--- src/rtl/dacfe_pkg.sv ---
package dacfe_pkg;
  localparam int DEF_DATA_W = 10;
  localparam int DEF_BIN_W  = 6;
endpackage

--- src/rtl/dacfe_invert.sv ---
module dacfe_invert #(
  parameter int DATA_W = 10
) (
  input  logic [DATA_W-1:0] d_in,
  input  logic              flip,
  output logic [DATA_W-1:0] d_out
);
  // sign bit passes straight through, magnitude bits complemented on flip
  assign d_out[DATA_W-1]   = d_in[DATA_W-1];
  assign d_out[DATA_W-2:0] = flip ? ~d_in[DATA_W-2:0] : d_in[DATA_W-2:0];
endmodule

--- src/rtl/dacfe_therm.sv ---
module dacfe_therm #(
  parameter int UP_W  = 4,
  localparam int NSEG = (1 << UP_W) - 1
) (
  input  logic [UP_W-1:0] upper,
  output logic [NSEG-1:0] seg
);
  for (genvar k = 0; k < NSEG; k++) begin : g_seg
    assign seg[k] = (upper > UP_W'(k));
  end

  // enables form a contiguous run from bit 0
  always_comb begin
    a_r6_therm_shape: assert (((seg + NSEG'(1)) & seg) == '0);
  end
endmodule

--- src/rtl/dacfe_model.sv ---
module dacfe_model #(
  parameter int DATA_W = 10,
  parameter int BIN_W  = 6,
  localparam int NSEG  = (1 << (DATA_W - BIN_W)) - 1,
  localparam logic [DATA_W-1:0] FULL = {DATA_W{1'b1}}
) (
  input  logic [NSEG-1:0]   seg,
  input  logic [BIN_W-1:0]  lad,
  output logic [DATA_W-1:0] cur_main,
  output logic [DATA_W-1:0] cur_comp
);
  logic [DATA_W-1:0] cnt;

  always_comb begin
    cnt = '0;
    for (int k = 0; k < NSEG; k++) cnt = cnt + DATA_W'(seg[k]);
  end

  assign cur_main = (cnt << BIN_W) + DATA_W'(lad);
  assign cur_comp = FULL - cur_main;
endmodule

--- src/rtl/dacfe_core.sv ---
module dacfe_core #(
  parameter int DATA_W = dacfe_pkg::DEF_DATA_W,
  parameter int BIN_W  = dacfe_pkg::DEF_BIN_W,
  localparam int UP_W  = DATA_W - BIN_W,
  localparam int NSEG  = (1 << UP_W) - 1
) (
  input  logic              clk,
  input  logic              rst,
  input  logic [DATA_W-1:0] din,
  input  logic              invert,
  output logic [BIN_W-1:0]  ladder_bits,
  output logic [NSEG-1:0]   seg_en,
  output logic [DATA_W-1:0] i_main,
  output logic [DATA_W-1:0] i_comp
);
  localparam logic [DATA_W-1:0] HALF = DATA_W'(1) << (DATA_W - 1);

  logic [DATA_W-1:0] word_d, word_q;

  dacfe_invert #(.DATA_W(DATA_W)) u_inv (
    .d_in(din), .flip(invert), .d_out(word_d)
  );

  always_ff @(posedge clk) begin
    if (rst) word_q <= '0;
    else     word_q <= word_d;
  end

  assign ladder_bits = word_q[BIN_W-1:0];

  dacfe_therm #(.UP_W(UP_W)) u_therm (
    .upper(word_q[DATA_W-1:BIN_W]), .seg(seg_en)
  );

  dacfe_model #(.DATA_W(DATA_W), .BIN_W(BIN_W)) u_model (
    .seg(seg_en), .lad(ladder_bits), .cur_main(i_main), .cur_comp(i_comp)
  );

  // reset edge gives zero current on the true output
  a_r4_reset_zero: assert property (@(posedge clk) rst |=> (i_main == '0));

  // sign bit of the input selects the half of the range, invert or not
  a_r2_sign_half: assert property (@(posedge clk) disable iff (rst)
    1'b1 |=> ((i_main >= HALF) == $past(din[DATA_W-1])));

  // segment count matches the upper field of the stored word
  a_r7_seg_count: assert property (@(posedge clk) disable iff (rst)
    $countones(seg_en) == int'(word_q[DATA_W-1:BIN_W]));

  // model current equals the stored code
  a_r7_model_code: assert property (@(posedge clk) disable iff (rst)
    i_main == word_q);

  // complementary pair sums to full scale minus one LSB
  a_r8_pair_sum: assert property (@(posedge clk) disable iff (rst)
    (DATA_W+1)'(i_main) + (DATA_W+1)'(i_comp) == (DATA_W+1)'((1 << DATA_W) - 1));
endmodule

--- config.mk ---
export PLATFORM = sky130hd
export DESIGN_NAME = dacfe_core
export DESIGN_NICKNAME = d
export VERILOG_FILES = /design/src/rtl/dacfe_pkg.sv /design/src/rtl/dacfe_invert.sv /design/src/rtl/dacfe_therm.sv /design/src/rtl/dacfe_model.sv /design/src/rtl/dacfe_core.sv
export SDC_FILE = /design/constraint.sdc
export NUM_CORES = 1
export LEC_CHECK = 0
export BUFFER_PORTS_ARGS = -buffer_cell sky130_fd_sc_hd__buf_2
export CAP_MARGIN = 5
export CORE_ASPECT_RATIO = 0.6
export CORE_MARGIN = 2
export CORE_UTILIZATION = 39
export DETAILED_ROUTE_END_ITERATION = 16
export PLACE_DENSITY_LB_ADDON = 0.25
export SLEW_MARGIN = 20
export SYNTH_ARGS = -nofsm -noshare
export SYNTH_HDL_FRONTEND = slang
export SYNTH_HIERARCHICAL = 1
export SYNTH_SLANG_ARGS = --single-unit
--- constraint.sdc ---
create_clock -name clk -period 3.51 [get_ports clk]
set_input_delay 0.1755 -clock clk [delete_from_list [all_inputs] [get_ports clk]]
set_output_delay 0.1755 -clock clk [all_outputs]
set_load 0.01 [all_outputs]
* Yosys cells after proc, flatten, opt, wreduce, memory -nomap -nowiden
Cells that the tools add are included.
** Storage, ports and cells
- Flip-flop bits (word level) :: 10
- Bits in latches :: 0
- Memories :: 0
- RAM bits :: 0
- Output and inout bits :: 41
- Memory bits (read-only) :: 0
- Logic and storage cells :: 34
** Operators by class
- Multipliers :: 0
- Reductions and logical operators :: 0
- Eq/ne operators :: 0
- Bitwise operators :: 1
- Shifts and indexed selects :: 0
- Mux-type cells :: 1
- Divide/modulo/power cells :: 0
- Order comparisons :: 15
- Add/subtract/negate cells :: 16
** Operator list (number)
- 4-bit by 1-bit adder with 4-bit output :: 13
- 4-bit > comparator, second input constant :: 7
- 4-bit by 3-bit > comparator with 1-bit output, second input constant :: 4
- 10-bit by 6-bit adder with 10-bit output :: 1
- 10-bit subtractor, first input constant :: 1
- 9-bit 2-to-1 mux :: 1
- 9-bit NOT :: 1
- 4-bit by 1-bit > comparator with 1-bit output, second input constant :: 2
- 4-bit by 2-bit > comparator with 1-bit output, second input constant :: 2
- 1-bit by 1-bit adder with 2-bit output :: 1

* Logic depth before layout (Yosys ltp)
Gate-level depths: netlist of run 1.
- Depth in word-level cells :: 17
- Gate-level depth with buffers :: 14

* Hierarchy
The synthesis of run 1 kept the hierarchy.
** Modules (own cells, without submodules)
- dacfe_model :: seq. area each 0.0 um2, cells an instance 51, instances 1, area an instance 405.4 um2
- dacfe_core :: seq. area each 200.2 um2, cells an instance 26, instances 1, area an instance 307.8 um2
- dacfe_therm :: seq. area each 0.0 um2, cells an instance 24, instances 1, area an instance 140.1 um2
- dacfe_invert :: seq. area each 0.0 um2, cells an instance 11, instances 1, area an instance 97.6 um2

* Worst setup path after synthesis of run 1
No wires, ideal clock.
- Path kind :: reg2out
- From :: register word_q[7]
- To :: output i_main[8]
- Path slack :: -652 ps
- Stages on the path, launching flop included :: 12
- Data required time :: 3334 ps
- Data arrival time :: 3986 ps
- Buffers on the path :: 1
- Cells stage by stage :: dfxtp_1 > buf_6 > or3_1 > inv_1 > fa_1 > fa_1 > fa_1 > fa_1 > fa_1 > fa_1 > xor2_1 > inv_1
** Between the ends
- Longest elaborated chain between the ends :: 16
** Ends and longest elaborated chain
- start: declaration :: RTL line dacfe_core.sv:18 : logic [DATA_W-1:0] word_d, word_q;
- start signal: assignment :: RTL line dacfe_core.sv:26 : else word_q <= word_d;
- 4-bit by 1-bit > comparator with 1-bit output :: RTL line dacfe_therm.sv:9 : assign seg[k] = (upper > UP_W'(k));
- via seg_en[1] :: RTL line dacfe_core.sv:12 : output logic [NSEG-1:0] seg_en,
- 1-bit by 1-bit adder with 2-bit output :: RTL line dacfe_model.sv:16 : for (int k = 0; k < NSEG; k++) cnt = cnt + DATA_W'(seg[k]);
- 4-bit by 1-bit adder with 4-bit output (13 in a row) :: RTL line dacfe_model.sv:16
- 10-bit by 6-bit adder with 10-bit output :: RTL line dacfe_model.sv:19 : assign cur_main = (cnt << BIN_W) + DATA_W'(lad);
- end: declaration :: RTL line dacfe_core.sv:13 : output logic [DATA_W-1:0] i_main,
The timed path passes the listed nets, and every way through them passes these cells.

* Worst setup path in the final report of run 1
- From :: register word_q[7]
- To :: output i_main[7]
** Between the ends
- Longest elaborated chain between the ends :: 16
** Ends and longest elaborated chain (RTL line)
- 4-bit by 1-bit > comparator with 1-bit output :: dacfe_therm.sv:9
- 1-bit by 1-bit adder with 2-bit output :: dacfe_model.sv:16
- 4-bit by 1-bit adder with 4-bit output (12 in a row) :: dacfe_model.sv:16
- 4-bit by 1-bit adder with 4-bit output * :: dacfe_model.sv:16
- 10-bit by 6-bit adder with 10-bit output * :: dacfe_model.sv:19
Every way passes the cells marked *; elsewhere a longest branch is shown, timed or not.

==> results_dict.tcl, run 1 <==
set metrics [dict create \
    status "finished, violations left" \
    violations "setup timing" \
    start_util_pct 42.7 \
    synth-seq-cells 10 \
    grtUsageMet1_pct 20.1 \
    wl_per_cell_um 10.5 \
    yosysMostFrequentCell "inv_1" \
    yosys.area.top_type "dfxtp_1" \
    yosys-top-cells-count "inv_1, buf_4, nor2b_1" \
    clock-sinks 10 \
    synth_mux_area_share_pct 0 \
    busiest_layer "met2" \
    crit_chain "or3_4 > inv_2 > fa_1 > fa_1 > fa_1 > fa_1 > fa_2 > fa_2 > inv_2 > buf_6" \
    synth-xor-area-share_pct 9.21 \
    cp_common_cell "fa_1" \
    antenna_found_initial 0 \
    avgViaCountPerCell 4.11 \
    use_met2_pct 28.0 \
    synth_area_per_cell_sq_um 8.49 \
    synth_cells 112 \
    hold_class "in2reg" \
    io_buffer_count 53 \
    worstPathArrival_ps 3980 \
    grt_util_all_layers_pct 16.6 \
    drive_above_1_share_pct 52.4 \
    htreeDepth 1 \
    first_iter_violations 10 \
    finalSetupViolations 8 \
    yosysSeqAreaShare_pct 21.1 \
    final-hold-violation-count 0 \
    post_dp_cell_area_sq_mm 0.00122 \
    peakVddDrop_v 0.000202 \
    cts_root_buffer "clkbuf_8" \
    largest_reg_flops 10 \
    synth_flop_cell "dfxtp_1" \
    yosysWarnings 6 \
    wl_um 2030 \
    num_vias 797 \
    worstHoldPathCells 2 \
    dp.cells 189 \
    holdPathEnd "word_q[9]" \
    dieArea_sq_mm 0.00286 \
    cp_max_fo 5 \
    grt_pass1_vias 809 \
    final.setup.tns_ps -3960 \
    drc_errors 0 \
    grt_pass1_wl_um 3490 \
    critical_path_buf_inv_count 3 \
    period_needed_ps 4160 \
    cts.clk_slew.worst_paths_ps 50 \
    synth_top_area_share_pct 21.1 \
    top_register "word_q" \
    synth_top_family_by_area "buffers and inverters" \
    layoutNonFillerInstCount 194 \
    cap_violations 0 \
    crit_slowest_cell "fa_2" \
    setup_ws_ps -650 \
    synth-compound-area-share_pct 6.58 \
    die_w_um 67.7 \
    worstHoldStart "din[9]" \
    crit_family "adder cells" \
    cpPeakStageDelay_ps 570 \
    core_area_sq_mm 0.00223 \
    syn_to_final_growth_pct 38.8 \
    slew_headroom_pct 83.0 \
    finalInstanceArea_sq_mm 0.00132 \
    yosys.area_share.simple_pct 12.9 \
    grt_max_degree 11 \
    grt.met3_usage_pct 5.91 \
    numCtsBuffers 3 \
    ant_nets 0 \
    die_h_um 42.3 \
    crit_path_end_kind "output port" \
    gp_congestion 0.808 \
    grt-ovfl-total 0 \
    final_nets 191 \
    synth-edff-count 0 \
    netlist_area_sq_um 951 \
    synth.distinct_cells 21 \
    reg_top3 "word_q x10" \
    cts_tree "done" \
    ios 54 \
    worst-slew-pin-transition_ps 255 \
    rows 13 \
    synthTopCellsByArea "dfxtp_1, fa_1, inv_1, buf_4, xor2_1" \
    syn-num-nets 137 \
    clockBufferDepth 2 \
    fin_crit_sh_pct 119 \
    power_density_mw_per_mm2 592 \
    async_reset_ff_share_pct 0 \
    fillCellCount 221 \
    p_leak_nw 0.735 \
    worstSetupStartpointType "flop" \
    antenna_cells 0 \
    dp_hpwl_um 1760 \
    crit_type "reg2out" \
    synthAdderAreaFrac_pct 23.7 \
    first_pass_iters 4 \
    fmax_ghz 0.240 \
    crit_required_ps 3330 \
    finalMaxSlewViolations 0 \
    rsz0062_at_grt "true" \
    pre_cts_ws_ps -431 \
]
## cell families (layout without fill, tap and decap cells)
| kind of cell | count (synthesis) | after routing |
|---|---|---|
| fa+ha+maj | 12 | 12 |
| simple gates | 23 | 23 |
| flops | 10 | 10 |
| compound gates | 9 | 9 |
| xor+xnor | 10 | 10 |
| buf+inv | 48 | 100 |
## final cells by class
| class | instances | area (sq um) | share of cell area [%] |
|---|---|---|---|
| Multi-Input combinational cell | 54 | 520 | 39.4 |
| Timing Repair Buffer | 67 | 405 | 30.7 |
| Sequential cell | 10 | 203 | 15.4 |
| Inverter | 30 | 113 | 8.53 |
| Clock buffer | 3 | 41.3 | 3.13 |
| Tap cell | 30 | 37.5 | 2.84 |
## through the flow
step	hold WS [ps]	power [mW]	util [%]
after floorplan	247	0.416	-
after global placement	391	0.539	54.8
after detailed placement	391	0.560	54.8
after CTS	148	0.763	59.0
after global routing	154	0.846	59.2
final	147	0.781	59.2
## worst max path at each step
stage,depth (start not counted),from,slack (ps),endpoint
global route,10,word_q[7],-770,i_comp[8]
CTS,10,word_q[7],-630,i_comp[8]
detailed placement,10,word_q[7],-430,i_comp[8]
global placement,11,word_q[7],-360,i_main[8]
floorplan,11,word_q[7],-410,i_main[8]
finish,10,word_q[7],-650,i_main[7]
## metal layers
metal | vias up | share of wire, %
met4 | 0 | 1.1
li1 | 408 | -
met1 | 355 | 46
met2 | 30 | 47
met3 | 4 | 6.2
met5 | - | 0
## where the power goes
part           leakage, nW  internal, mW  switching (mW)  total [mW]
clock network       0.0216        0.0748          0.0418       0.117
registers           0.0839         0.123         0.00733       0.131
logic                0.630         0.286           0.248       0.534
total                0.735         0.484           0.297       0.781
## placed cells by master, fill, tap and decap left out, types with 3 or more instances in the layout
cell,count
buf_2,48
inv_1,26
buf_4,13
nor2b_1,11
xor2_1,9
dfxtp_1,8
fa_1,7
buf_6,6
nand2_1,5
inv_2,4
clkbuf_8,3
fa_2,3
nor2_1,3
## timing repair
action,in CTS,in global routing
pin swaps,3,0
resized for setup,10,1
setup endpoints to repair,8,8
buffers inserted,2,0
hold buffers,0,0
Power figures use the tool's default switching activity.
==> run 2, diff against run 1 <==
--- a/config.mk
+++ b/config.mk
@@ -5,11 +5,11 @@
 export SDC_FILE = /design/constraint.sdc
 export NUM_CORES = 1
 export LEC_CHECK = 0
+export ABC_AREA = 1
 export BUFFER_PORTS_ARGS = -buffer_cell sky130_fd_sc_hd__buf_2
 export CAP_MARGIN = 5
-export CORE_ASPECT_RATIO = 0.6
 export CORE_MARGIN = 2
-export CORE_UTILIZATION = 39
+export CORE_UTILIZATION = 41
 export DETAILED_ROUTE_END_ITERATION = 16
 export PLACE_DENSITY_LB_ADDON = 0.25
 export SLEW_MARGIN = 20
==> run 2 against run 1 <==
The flow still finishes with violations (setup timing). Sequential cell count is the same. Fmax grew 2.4%. Cell area grew 10%. Critical path depth grew 1. Synthesized cell count grew 43%. Area after synthesis grew 9.2%. Non-clock buffer count grew 5. Largest power group unchanged. Final cell count grew 28%. Clock-buffer cell count grew 1.
==> results_dict.tcl, run 2 <==
set metrics [dict create \
    status "finished, violations left" \
    violations "setup timing" \
    gp_congestion 0.736 \
    worst-slew-pin-transition_ps 286 \
    clockBufferDepth 2 \
    multi_input_area_sq_um 549 \
    cts_root_buffer "clkbuf_4" \
    whs_ps 124 \
    finalMaxSlewViolations 0 \
    crit_family "adder cells" \
    dp_hpwl_um 1940 \
    rows 18 \
    hold_class "in2reg" \
    wl_per_cell_um 8.98 \
    async_reset_ff_share_pct 0 \
    fin_crit_sh_pct 116 \
    reg_top3 "word_q x10" \
    numCtsBuffers 3 \
    ios 54 \
    yosys-top-cells-count "inv_1, nand2_1, nor2_1" \
    worstPathArrival_ps 3890 \
    cts_tree "done" \
    setup_ws_ps -551 \
    crit_chain "nor2_4 > nand2_2 > inv_2 > fa_1 > fa_1 > fa_1 > fa_1 > fa_2 > fa_2 > inv_2 > buf_6" \
    start_util_pct 42.7 \
    grt-ovfl-total 0 \
    crit_required_ps 3330 \
    antenna_cells 0 \
    largest_reg_flops 10 \
    period_needed_ps 4060 \
    synth_area_per_cell_sq_um 6.49 \
    power_density_mw_per_mm2 460 \
    p_leak_nw 0.920 \
    final_common_cell "buf_2" \
    antenna_found_initial 0 \
    cpPeakStageDelay_ps 570 \
    final.setup.tns_ps -2940 \
    die_h_um 54.3 \
    synth_top_area_share_pct 19.3 \
    first_iter_violations 16 \
    grt_max_degree 11 \
    syn_to_final_growth_pct 40.1 \
    synthTopCellsByArea "dfxtp_1, fa_1, inv_1, nand2_1, buf_4" \
    core_area_sq_mm 0.00243 \
    final_cell_mix "buf_2, inv_1, nand2_1, buf_4, nor2_1" \
    drc_errors 0 \
    critical_path_buf_inv_count 3 \
    worstSetupStartpointType "flop" \
    cp_max_fo 4 \
    final-hold-violation-count 0 \
    grt_util_all_layers_pct 16.3 \
    cap_violations 0 \
    first_pass_iters 4 \
    io_buffer_count 53 \
    yosysMostFrequentCell "inv_1" \
    final_nets 245 \
    rsz0062_at_grt "true" \
    dieArea_sq_mm 0.00295 \
    cts.clk_slew.worst_paths_ps 60 \
    yosysWarnings 6 \
    clock-sinks 10 \
    fillCellCount 231 \
    htreeDepth 1 \
    drive_above_1_share_pct 46.1 \
    finalSetupViolations 8 \
    synth-edff-count 0 \
    ant_nets 0 \
    synth-seq-cells 10 \
    synth_flop_cell "dfxtp_1" \
    num_vias 1017 \
    grt_pass1_vias 882 \
    slew_headroom_pct 81.0 \
    crit_slowest_cell "fa_2" \
    wl_um 2240 \
    die_w_um 54.3 \
    netlist_area_sq_mm 0.00104 \
    yosys.area.top_type "dfxtp_1" \
    yosysSeqAreaShare_pct 19.3 \
    peakVddDrop_v 0.000343 \
    synth_cells 160 \
    synth.distinct_cells 19 \
    seq_area_sq_um 213 \
    avgViaCountPerCell 4.08 \
    top_register "word_q" \
    crit_type "reg2out" \
    syn-num-nets 185 \
    pre_cts_ws_ps -300 \
    fmax_ghz 0.246 \
    crit_path_end_kind "output port" \
    cp_common_cell "fa_1" \
    grt_pass1_wl_um 3470 \
]
-- run 2: cell count changes after synthesis, moves of 9 or more --
cell / previous run / this run
nand2_1: 5 / 40
inv_1: 30 / 53
nor2_1: 4 / 17
nor2b_1: 11 / 0
xor2_1: 10 / 1
-- run 2: worst paths after layout --
kind | cells after the start | from | slack, ps | to
max | 11 | word_q[8] | -550 | i_main[7]
min | 3 | din[9] | 120 | word_q[9]
-- run 2: layout make-up --
type                            count  area share, %
Tap cell                           30           2.58
Timing Repair Buffer               72           29.3
Multi-Input combinational cell     79           37.7
Clock buffer                        4           1.81
Inverter                           54           13.9
Sequential cell                    10           14.6
-- run 2: timing repair --
item                                    CTS  global route
buffers inserted                          2             0
resized for setup                         5             4
pin swaps                                 1             0
endpoints found under the hold margin     0             0
hold buffers                              0             0
endpoints found under the setup margin    8             8
-- run 2: logic make-up after synthesis --
logic type	after synthesis	synth area share [%]
AND/OR/NAND/NOR	61	22.8
adder cells (fa/ha/maj)	12	21.7
buffers and inverters	71	31.9
flip-flops	10	19.3
AO/OA/AOI/OAI	4	2.65
XOR/XNOR	2	1.69
-- run 2: power breakdown --
| group | switching [mW] | leakage [nW] | internal [mW] |
|---|---|---|---|
| sequential | 0.00685 | 0.0852 | 0.120 |
| clock | 0.0350 | 0.0150 | 0.0437 |
| combinational | 0.227 | 0.820 | 0.236 |
| total | 0.269 | 0.920 | 0.400 |
-- run 2: stage by stage --
step / std cells / power [mW] / util [%] / instance area [sq um]
after global routing: 249 / 0.737 / 59.8 / 1460
final: 249 / 0.669 / 59.8 / 1460
after global placement: 243 / 0.515 / 56.8 / 1380
after floorplan: 160 / 0.403 / - / 1080
after CTS: 249 / 0.659 / 59.4 / 1440
after detailed placement: 243 / 0.539 / 56.8 / 1380
-- run 2: metal layers --
| metal | wire length (um) | vias up | track usage [%] |
|---|---|---|---|
| li1 | - | 541 | - |
| met1 | 968 | 437 | 19.7 |
| met2 | 1140 | 37 | 27.5 |
| met3 | 118 | 2 | 3.55 |
| met4 | 12 | 0 | 7.50 |
| met5 | 0 | - | 0 |
==> run 3, diff against run 2 <==
--- a/config.mk
+++ b/config.mk
@@ -12,6 +12,7 @@
 export CORE_UTILIZATION = 41
 export DETAILED_ROUTE_END_ITERATION = 16
 export PLACE_DENSITY_LB_ADDON = 0.25
+export REMOVE_ABC_BUFFERS = 1
 export SLEW_MARGIN = 20
 export SYNTH_ARGS = -nofsm -noshare
 export SYNTH_HDL_FRONTEND = slang
==> run 3 against run 2 <==
The flow still finishes with violations (setup timing). Routed wire length fell by 1.7%. Critical path depth rose by 1. Sequential share of layout area fell by 0.15 points. Clock power fell by 6.9%. First-iteration DRC count fell by 13%. Global-route usage fell by 0.16 points. Sequential power barely moved. Fmax rose by 1.3%. Combinational power fell by 12%. Critical endpoint unchanged. Largest cell class unchanged. Largest power group unchanged. Highest routed layer unchanged.
==> results_dict.tcl, run 3 (synthesis results as in run 2) <==
set metrics [dict create \
    p_leak_nw 0.932 \
    gp_congestion 0.754 \
    worstSetupStartpointType "flop" \
    whs_ps 122 \
    grt_max_degree 11 \
    crit_path_end_kind "output port" \
    final_nets 247 \
    hold_class "in2reg" \
    htreeDepth 1 \
    slew_headroom_pct 85.5 \
    wl_per_cell_um 8.79 \
    drive_above_1_share_pct 45.9 \
    clockBufferDepth 2 \
    cp.depth 12 \
    cp_common_cell "fa_1" \
    crit_slowest_cell "fa_2" \
    finalInstanceArea_sq_mm 0.00146 \
    cap_violations 0 \
    setup_ws_ps -500 \
    rsz0062_at_grt "true" \
    power_density_mw_per_mm2 417 \
    status "finished, violations left" \
    antenna_found_initial 0 \
    finalMaxSlewViolations 0 \
    cts_tree "done" \
    peakVddDrop_v 0.000394 \
    grt_pass1_vias 921 \
    grt_pass1_wl_um 3470 \
    worstPathArrival_ps 3830 \
    ant_nets 0 \
    drc_errors 0 \
    grt.met3_usage_pct 0.820 \
    cts_root_buffer "clkbuf_4" \
    pre_cts_ws_ps -448 \
    final.setup.tns_ps -2850 \
    numCtsBuffers 3 \
    post_dp_cell_area_sq_mm 0.00134 \
    dp_hpwl_um 1860 \
    fmax_ghz 0.249 \
    wl_um 2200 \
    crit_family "adder cells" \
    avgViaCountPerCell 4.24 \
    clock-sinks 10 \
    worst-slew-pin-transition_ps 217 \
    first_iter_violations 14 \
    top_register "word_q" \
    grt_util_all_layers_pct 16.2 \
    grt-ovfl-total 0 \
    antenna_cells 0 \
    crit_type "reg2out" \
    finalSetupViolations 8 \
    dieArea_sq_mm 0.00295 \
    period_needed_ps 4010 \
    cpPeakStageDelay_ps 530 \
    die_w_um 54.3 \
    fin_crit_sh_pct 114 \
    start_util_pct 42.7 \
    layoutNonFillerInstCount 250 \
    first_pass_iters 4 \
    final_common_cell "buf_2" \
    num_vias 1060 \
    worstHoldPathCells 3 \
    rows 18 \
    die_h_um 54.3 \
    crit_required_ps 3330 \
    largest_reg_flops 10 \
    syn_to_final_growth_pct 40.7 \
    dp.cells 243 \
    use_met2_pct 33.5 \
    cp_max_fo 4 \
    worstHoldStart "din[9]" \
    violations "setup timing" \
    crit_chain "buf_6 > nand2_2 > nand2_2 > fa_1 > inv_1 > fa_1 > fa_1 > fa_1 > fa_2 > fa_2 > inv_1 > buf_2" \
    busiest_layer "met2" \
    io_buffer_count 53 \
    final_cell_mix "buf_2, inv_1, nand2_1, buf_4, nor2_1" \
    core_area_sq_mm 0.00243 \
    grtUsageMet1_pct 15.8 \
    ios 54 \
    worstSetupStartpoint "word_q[9]" \
    reg_top3 "word_q x10" \
    final-hold-violation-count 0 \
    critical_path_buf_inv_count 4 \
    cts.clk_slew.worst_paths_ps 60 \
]
[run 3: final timing paths]
kind / endpoint
worst max-delay path: i_main[7]
worst min-delay path: word_q[9]
[run 3: layer usage]
metal	vias up	routed length [um]
li1	541	-
met1	473	798
met2	44	1200
met3	2	170
met4	0	27
met5	-	0
[run 3: final cells by class]
| cell class | instances | area, sq um |
|---|---|---|
| Tap cell | 30 | 37.5 |
| Inverter | 54 | 203 |
| Timing Repair Buffer | 74 | 443 |
| Multi-Input combinational cell | 79 | 544 |
| Clock buffer | 3 | 22.5 |
| Sequential cell | 10 | 211 |
| Fill cell | 235 | 971 |
[run 3: timing repair]
| item | in CTS | in global routing |
|---|---|---|
| gates cloned | 0 | 0 |
| hold buffers | 0 | 0 |
| setup endpoints to repair | 8 | 8 |
| resized for setup | 14 | 14 |
| pin swaps | 4 | 6 |
| setup buffers | 2 | 2 |
[run 3: report_power, final]
part / switching, mW / internal, mW
combinational: 0.204 / 0.204
clock: 0.0340 / 0.0393
sequential: 0.00710 / 0.120
[run 3: metrics by stage]
step | total power [mW] | util [%]
after floorplan | 0.352 | -
after global placement | 0.483 | 55.1
after detailed placement | 0.489 | 55.1
after CTS | 0.583 | 58.1
after global routing | 0.678 | 60.1
final | 0.609 | 60.1
[run 3: tightest hold or removal path, delay by kind of cell]
family,cells,cell delay (ps)
and+or+nand+nor,1,30
buffers and inverters,2,130
